## src/rtl/sfifo_pkg.sv

```systemverilog
package sfifo_pkg;

    typedef enum logic [1:0] {
        OP_IDLE = 2'd0,
        OP_PUSH = 2'd1,
        OP_POP  = 2'd2,
        OP_BOTH = 2'd3
    } op_e;

    typedef struct packed {
        logic full;
        logic empty;
        logic afull;
        logic aempty;
    } stat_t;

    function automatic int hi_mark(input int depth);
        return (depth * 3) / 4;
    endfunction

    function automatic int lo_mark(input int depth);
        return depth / 4;
    endfunction

    function automatic op_e decode_op(input logic push, input logic pop);
        return op_e'({pop, push});
    endfunction

endpackage

```

## src/rtl/sfifo_ctrl.sv

```systemverilog
module sfifo_ctrl
    import sfifo_pkg::*;
#(
    parameter int DEPTH = 16,
    localparam int AW = $clog2(DEPTH),
    localparam int CW = $clog2(DEPTH + 1)
) (
    input  logic          clk,
    input  logic          rst,
    input  logic          push_i,
    input  logic          pop_i,
    output logic          wr_en_o,
    output logic          rd_en_o,
    output logic [AW-1:0] wr_ptr_o,
    output logic [AW-1:0] rd_ptr_o,
    output logic [CW-1:0] cnt_nxt_o,
    output logic          err_o
);

    logic [CW-1:0] cnt_q;
    logic [AW-1:0] wr_ptr_q, rd_ptr_q;
    logic          at_full, at_empty;
    logic          bad_push, bad_pop;
    logic          push_ok, pop_ok;
    op_e           op;

    assign at_full  = (cnt_q == CW'(DEPTH));
    assign at_empty = (cnt_q == '0);

    always_comb begin
        op       = decode_op(push_i, pop_i);
        bad_push = 1'b0;
        bad_pop  = 1'b0;
        push_ok  = 1'b0;
        pop_ok   = 1'b0;
        case (op)
            OP_PUSH: begin
                bad_push = at_full;
                push_ok  = !at_full;
            end
            OP_POP: begin
                bad_pop = at_empty;
                pop_ok  = !at_empty;
            end
            OP_BOTH: begin
                // a pop frees a slot, so the push is fine when full
                bad_pop = at_empty;
                pop_ok  = !at_empty;
                push_ok = 1'b1;
            end
            default: ;
        endcase
    end

    always_comb begin
        cnt_nxt_o = cnt_q;
        if (push_ok && !pop_ok) cnt_nxt_o = cnt_q + 1'b1;
        else if (pop_ok && !push_ok) cnt_nxt_o = cnt_q - 1'b1;
        if (rst) cnt_nxt_o = '0;
    end

    always_ff @(posedge clk) begin
        if (rst) begin
            cnt_q    <= '0;
            wr_ptr_q <= '0;
            rd_ptr_q <= '0;
            err_o    <= 1'b0;
        end else begin
            cnt_q <= cnt_nxt_o;
            err_o <= bad_push || bad_pop;
            if (push_ok)
                wr_ptr_q <= (wr_ptr_q == AW'(DEPTH - 1)) ? '0 : wr_ptr_q + 1'b1;
            if (pop_ok)
                rd_ptr_q <= (rd_ptr_q == AW'(DEPTH - 1)) ? '0 : rd_ptr_q + 1'b1;
        end
    end

    assign wr_en_o  = push_ok && !rst;
    assign rd_en_o  = pop_ok && !rst;
    assign wr_ptr_o = wr_ptr_q;
    assign rd_ptr_o = rd_ptr_q;

    // push on full without pop raises the error next cycle
    p_err_push_full_r6: assert property (@(posedge clk) disable iff (rst)
        (push_i && !pop_i && cnt_q == CW'(DEPTH)) |=> err_o);

    // pop on empty raises the error next cycle
    p_err_pop_empty_r7: assert property (@(posedge clk) disable iff (rst)
        (pop_i && cnt_q == '0) |=> err_o);

    // error drops after a clean cycle
    p_err_clears_r11: assert property (@(posedge clk) disable iff (rst)
        (!(push_i && !pop_i && cnt_q == CW'(DEPTH)) && !(pop_i && cnt_q == '0))
        |=> !err_o);

    // a legal push+pop keeps the occupancy
    p_both_keeps_cnt_r10: assert property (@(posedge clk) disable iff (rst)
        (push_i && pop_i && cnt_q != '0) |=> $stable(cnt_q));

    // occupancy never goes past capacity
    p_cnt_bound_r3: assert property (@(posedge clk) disable iff (rst)
        cnt_q <= CW'(DEPTH));

endmodule

```

## src/rtl/sfifo_store.sv

```systemverilog
module sfifo_store #(
    parameter int WIDTH = 32,
    parameter int DEPTH = 16,
    localparam int AW = $clog2(DEPTH)
) (
    input  logic             clk,
    input  logic             rst,
    input  logic             wr_en_i,
    input  logic [AW-1:0]    wr_ptr_i,
    input  logic [WIDTH-1:0] wr_data_i,
    input  logic             rd_en_i,
    input  logic [AW-1:0]    rd_ptr_i,
    output logic [WIDTH-1:0] rd_data_o
);

    logic [WIDTH-1:0] mem [DEPTH];

    always_ff @(posedge clk) begin
        if (wr_en_i) mem[wr_ptr_i] <= wr_data_i;
    end

    always_ff @(posedge clk) begin
        if (rst) rd_data_o <= '0;
        else if (rd_en_i) rd_data_o <= mem[rd_ptr_i];
    end

    // output word holds when nothing is read
    p_dout_hold_r2: assert property (@(posedge clk) disable iff (rst)
        !rd_en_i |=> $stable(rd_data_o));

endmodule

```

## src/rtl/sfifo_flags.sv

```systemverilog
module sfifo_flags
    import sfifo_pkg::*;
#(
    parameter int DEPTH = 16,
    localparam int CW = $clog2(DEPTH + 1),
    localparam int HI = hi_mark(DEPTH),
    localparam int LO = lo_mark(DEPTH)
) (
    input  logic          clk,
    input  logic          rst,
    input  logic [CW-1:0] cnt_nxt_i,
    output stat_t         stat_o
);

    stat_t stat_d;

    always_comb begin
        stat_d.full   = (cnt_nxt_i == CW'(DEPTH));
        stat_d.empty  = (cnt_nxt_i == '0);
        stat_d.afull  = (cnt_nxt_i >= CW'(HI));
        stat_d.aempty = (cnt_nxt_i <= CW'(LO));
    end

    always_ff @(posedge clk) begin
        if (rst) stat_o <= '{full: 1'b0, empty: 1'b1, afull: 1'b0, aempty: 1'b1};
        else     stat_o <= stat_d;
    end

    // reset puts the flags in the empty state
    p_reset_flags_r1: assert property (@(posedge clk)
        rst |=> (stat_o.empty && stat_o.aempty && !stat_o.full && !stat_o.afull));

    // full and empty are exclusive
    p_full_empty_excl_r3: assert property (@(posedge clk) disable iff (rst)
        !(stat_o.full && stat_o.empty));

    // full implies almost full
    p_afull_covers_full_r4: assert property (@(posedge clk) disable iff (rst)
        stat_o.full |-> stat_o.afull);

    // empty implies almost empty
    p_aempty_covers_empty_r5: assert property (@(posedge clk) disable iff (rst)
        stat_o.empty |-> stat_o.aempty);

endmodule

```

## src/rtl/sfifo_err.sv

```systemverilog
module sfifo_err
    import sfifo_pkg::*;
#(
    parameter int WIDTH = 32,
    parameter int DEPTH = 16
) (
    input  logic             clk,
    input  logic             rst,
    input  logic             push_i,
    input  logic             pop_i,
    input  logic [WIDTH-1:0] din_i,
    output logic [WIDTH-1:0] dout_o,
    output logic             full_o,
    output logic             empty_o,
    output logic             afull_o,
    output logic             aempty_o,
    output logic             err_o
);

    localparam int AW = $clog2(DEPTH);
    localparam int CW = $clog2(DEPTH + 1);

    logic          wr_en, rd_en;
    logic [AW-1:0] wr_ptr, rd_ptr;
    logic [CW-1:0] cnt_nxt;
    stat_t         stat;

    sfifo_ctrl #(.DEPTH(DEPTH)) u_ctrl (
        .clk       (clk),
        .rst       (rst),
        .push_i    (push_i),
        .pop_i     (pop_i),
        .wr_en_o   (wr_en),
        .rd_en_o   (rd_en),
        .wr_ptr_o  (wr_ptr),
        .rd_ptr_o  (rd_ptr),
        .cnt_nxt_o (cnt_nxt),
        .err_o     (err_o)
    );

    sfifo_store #(.WIDTH(WIDTH), .DEPTH(DEPTH)) u_store (
        .clk       (clk),
        .rst       (rst),
        .wr_en_i   (wr_en),
        .wr_ptr_i  (wr_ptr),
        .wr_data_i (din_i),
        .rd_en_i   (rd_en),
        .rd_ptr_i  (rd_ptr),
        .rd_data_o (dout_o)
    );

    sfifo_flags #(.DEPTH(DEPTH)) u_flags (
        .clk       (clk),
        .rst       (rst),
        .cnt_nxt_i (cnt_nxt),
        .stat_o    (stat)
    );

    assign full_o   = stat.full;
    assign empty_o  = stat.empty;
    assign afull_o  = stat.afull;
    assign aempty_o = stat.aempty;

endmodule

```

## config.mk

```make
export PLATFORM = sky130hd
export DESIGN_NAME = sfifo_err
export DESIGN_NICKNAME = d
export VERILOG_FILES = /design/src/rtl/sfifo_pkg.sv /design/src/rtl/sfifo_ctrl.sv /design/src/rtl/sfifo_store.sv /design/src/rtl/sfifo_flags.sv /design/src/rtl/sfifo_err.sv
export SDC_FILE = /design/constraint.sdc
export NUM_CORES = 1
export LEC_CHECK = 0
export BUFFER_PORTS_ARGS = -buffer_cell sky130_fd_sc_hd__buf_4
export CORE_MARGIN = 3
export CORE_UTILIZATION = 45
export CTS_CLUSTER_DIAMETER = 30
export DETAILED_ROUTE_END_ITERATION = 12
export PLACE_DENSITY = 0.58
export SLEW_MARGIN = 20
export SYNTH_ARGS = -nofsm -noshare
export SYNTH_HDL_FRONTEND = slang
export SYNTH_SLANG_ARGS = --single-unit
```

## constraint.sdc

```tcl
create_clock -name clk -period 7.6 [get_ports clk]
set_input_delay 0.76 -clock clk [delete_from_list [all_inputs] [get_ports clk]]
set_output_delay 0.76 -clock clk [all_outputs]
set_load 0.02 [all_outputs]
```

==> run metrics <==
cell area power density 357 mW/mm^2; grt met1 use 25.9%; WL final 46.0 mm; post-synth top area share 71.6%; I/O Buffers 72; HP Class in -> reg; f_max 283 MHz; FF-to-FF Start u_ctrl.cnt_q[1]; setup_tns 0 ps; GRT Overall Usage 18.6%; Net Sw Power 2250 uW; hold buffers post-CTS 0; ys async rst share 0%; critical path endpoint u_store.mem[0][15]; Max Root-Sink Buffers 3; Slew headroom 37.6%; worst slew pin tran 937 ps; Slew Viols, Final 0; outcome complete, no violations; Compound-Gate Fraction of Synth Area 4.20%; GR peak layer met2; CTS tree built; max_cap viols 0; Clock Skews 20.9 ps; detailed-route DRC error count 0; CP Class reg -> reg; share of cells above drive strength 1 34.3%; combinational family with the most area after synthesis multiplexers; routed len/inst 24.4 um; sequential fraction of the synthesis area 76.3%; arrival time at the worst endpoint 3790 ps; Cell Int Power 7340 uW; Period minus WS final 3540 ps; Leakage Power 0.00872 uW; endpoint class of the critical path register; Die ar. 0.0504 mm^2; R2R Setup Slk 4060 ps; Setup crit start kind register; biggest area consumer among synthesized cells edfxtp_1; count of final hold-check violations 0; post-route antenna net violation count 0; FP Rows 79; area delta synth->final 25.1%; post-CTS sizing 0; die width 224 um; Vias/cell 5.60; syn nets 1077; Clock power frac 51.0%; Die Span Y 224 um; XOR/XNOR Fraction of Synth Area 0.163%; mux contribution to synthesized area 15.2%; Worst R2R End u_store.mem[0][15]; met2 Use GR 29.4%; CTS HTree Levels 3; Clock transition at path regs 50 ps; drt initial violations 694; Placed Cells 1673; vias in the first global route 11100; RSZ-0062 raised after global routing false; peak supply drop 0.220 mV; CTS Sinks 562; flops & latches, synth 562; RePlAce Congestion 0.700; TritonCTS buffer count 114; initial core utilization 45.8%; endpoints failing setup 0; Setup Buffers After CTS 0; worst skew pair latency 630 ps; commonest cells in the netlist edfxtp_1 (512), mux4_2 (128), dfxtp_1 (50); Max FO, Critical Path 25; Sw Ratio 23.4%; synth unique cells 42; Filler cells 3467; Core ar. 0.0469 mm^2; Post-synth top flop edfxtp_1; CP startpoint u_ctrl.cnt_q[1]; top-level I/O count 73; Comb pwr share 11.7%; mapped cell area 0.0215 mm^2; Root Driver clkbuf_16; Avg Cell Area, Syn 20.8 um^2; Vias 10600; largest cells by area after synthesis edfxtp_1 (72%), mux4_2 (13%), dfxtp_1 (4.7%); first-pass GRT wire length 69.5 mm; n_diodes 0; reg2reg path depth 8; met3 usage 4.36%; Seq pwr share 37.3%; fin cells 1886; post-DP HPWL 24.9 mm; antenna violations before repair 1; YS warnings 0; Crit path required time 7860 ps; Post-Syn Instances 1034; largest net degree at the start of global routing 95; global route overflow 0; most numerous cell in the Yosys netlist edfxtp_1; Synth Area in Adders 0.408%; period utilization 46.5%; drt first pass iters 5; Post-Synth Simple-Gate Area 2.38%; final net count 1225; number of synthesized flops with an enable pin 512
[kinds of logic after synthesis]
group                      after synthesis
DFF                                    562
muxes                                  166
AOI/OAI and AO/OA                      128
adders and majority gates                7
and+or+nand+nor                         97
xor gates and xnor gates                 4
buffers and inverters                   70
[cell usage in the layout, fill, tap and decap left out, types with 16 or more instances in the layout]
master,count
nand2_1,16
mux4_2,128
clkinvlp_4,16
dfxtp_1,46
a22o_1,32
a21oi_1,41
buf_4,86
clkbuf_16,116
a211oi_1,33
edfxtp_1,512
mux2i_1,35
nor2b_1,35
[through the flow]
step	total power [uW]	hold slack, ps	setup WS (ps)	util (%)	area, um^2
finish	9590	431	4060	57.3	26900
global route	9940	410	3810	57.3	26900
floorplan	4430	481	3220	-	21500
detailed placement	4780	468	4090	49.1	23000
global placement	4750	467	4150	48.6	22800
CTS	9690	392	4020	57.3	26900
[layout make-up]
cell class	instances	area, um^2	share of cell area [%]
clock buffer	132	3000	11.2
clock inverter	81	875	3.26
inverter	6	22.5	0.0838
multi-input combinational	402	4930	18.3
sequential	562	16400	61.0
tap	607	759	2.83
timing repair buffer	96	891	3.32
[routing by layer]
| layer | vias to the layer above | part of all wire (%) |
|---|---|---|
| met5 | - | 0.037 |
| met4 | 2 | 2.2 |
| met3 | 82 | 4.5 |
| met2 | 275 | 48 |
| met1 | 5562 | 45 |
| li1 | 4638 | - |
[power groups by stage]
| stage | clock network, uW | registers, uW | logic (uW) |
|---|---|---|---|
| floorplan | 0 | 3610 | 819 |
| global placement | 0 | 3630 | 1120 |
| detailed placement | 0 | 3630 | 1140 |
| CTS | 4970 | 3580 | 1150 |
| global route | 5130 | 3590 | 1210 |
| finish | 4890 | 3570 | 1120 |
[how the worst min path moves through the flow]
stage                         startpoint              endpoint  cells past startpoint  slack (ps)
floorplan             u_ctrl.wr_ptr_o[1]    u_ctrl.wr_ptr_o[1]                      2         480
global placement    u_store.rd_data_o[0]  u_store.rd_data_o[0]                      1         470
detailed placement  u_store.rd_data_o[2]  u_store.rd_data_o[2]                      1         470
CTS                            din_i[29]    u_store.mem[8][29]                      1         390
global route                   din_i[12]   u_store.mem[11][12]                      1         410
finish                         din_i[13]   u_store.mem[11][13]                      1         430
[state kept, by name, indices dropped and copies added, names as in the netlist]
register           count
u_ctrl.cnt_q           5
u_ctrl.err_o           1
u_ctrl.rd_ptr_o        4
u_ctrl.wr_ptr_o        4
u_flags.stat_o         4
u_store.mem          512
u_store.rd_data_o     32
[critical path, stage by stage, from the launching register on]
cell and delay, ps:
dfxtp_1 480, inv_1 80, ha_1 210, or3b_1 330, o21ai_0 250, nor2_1 250, nand2_1 270, nor3_2 670
buf_4 600
No activity file was read; power rests on OpenSTA's default activity.
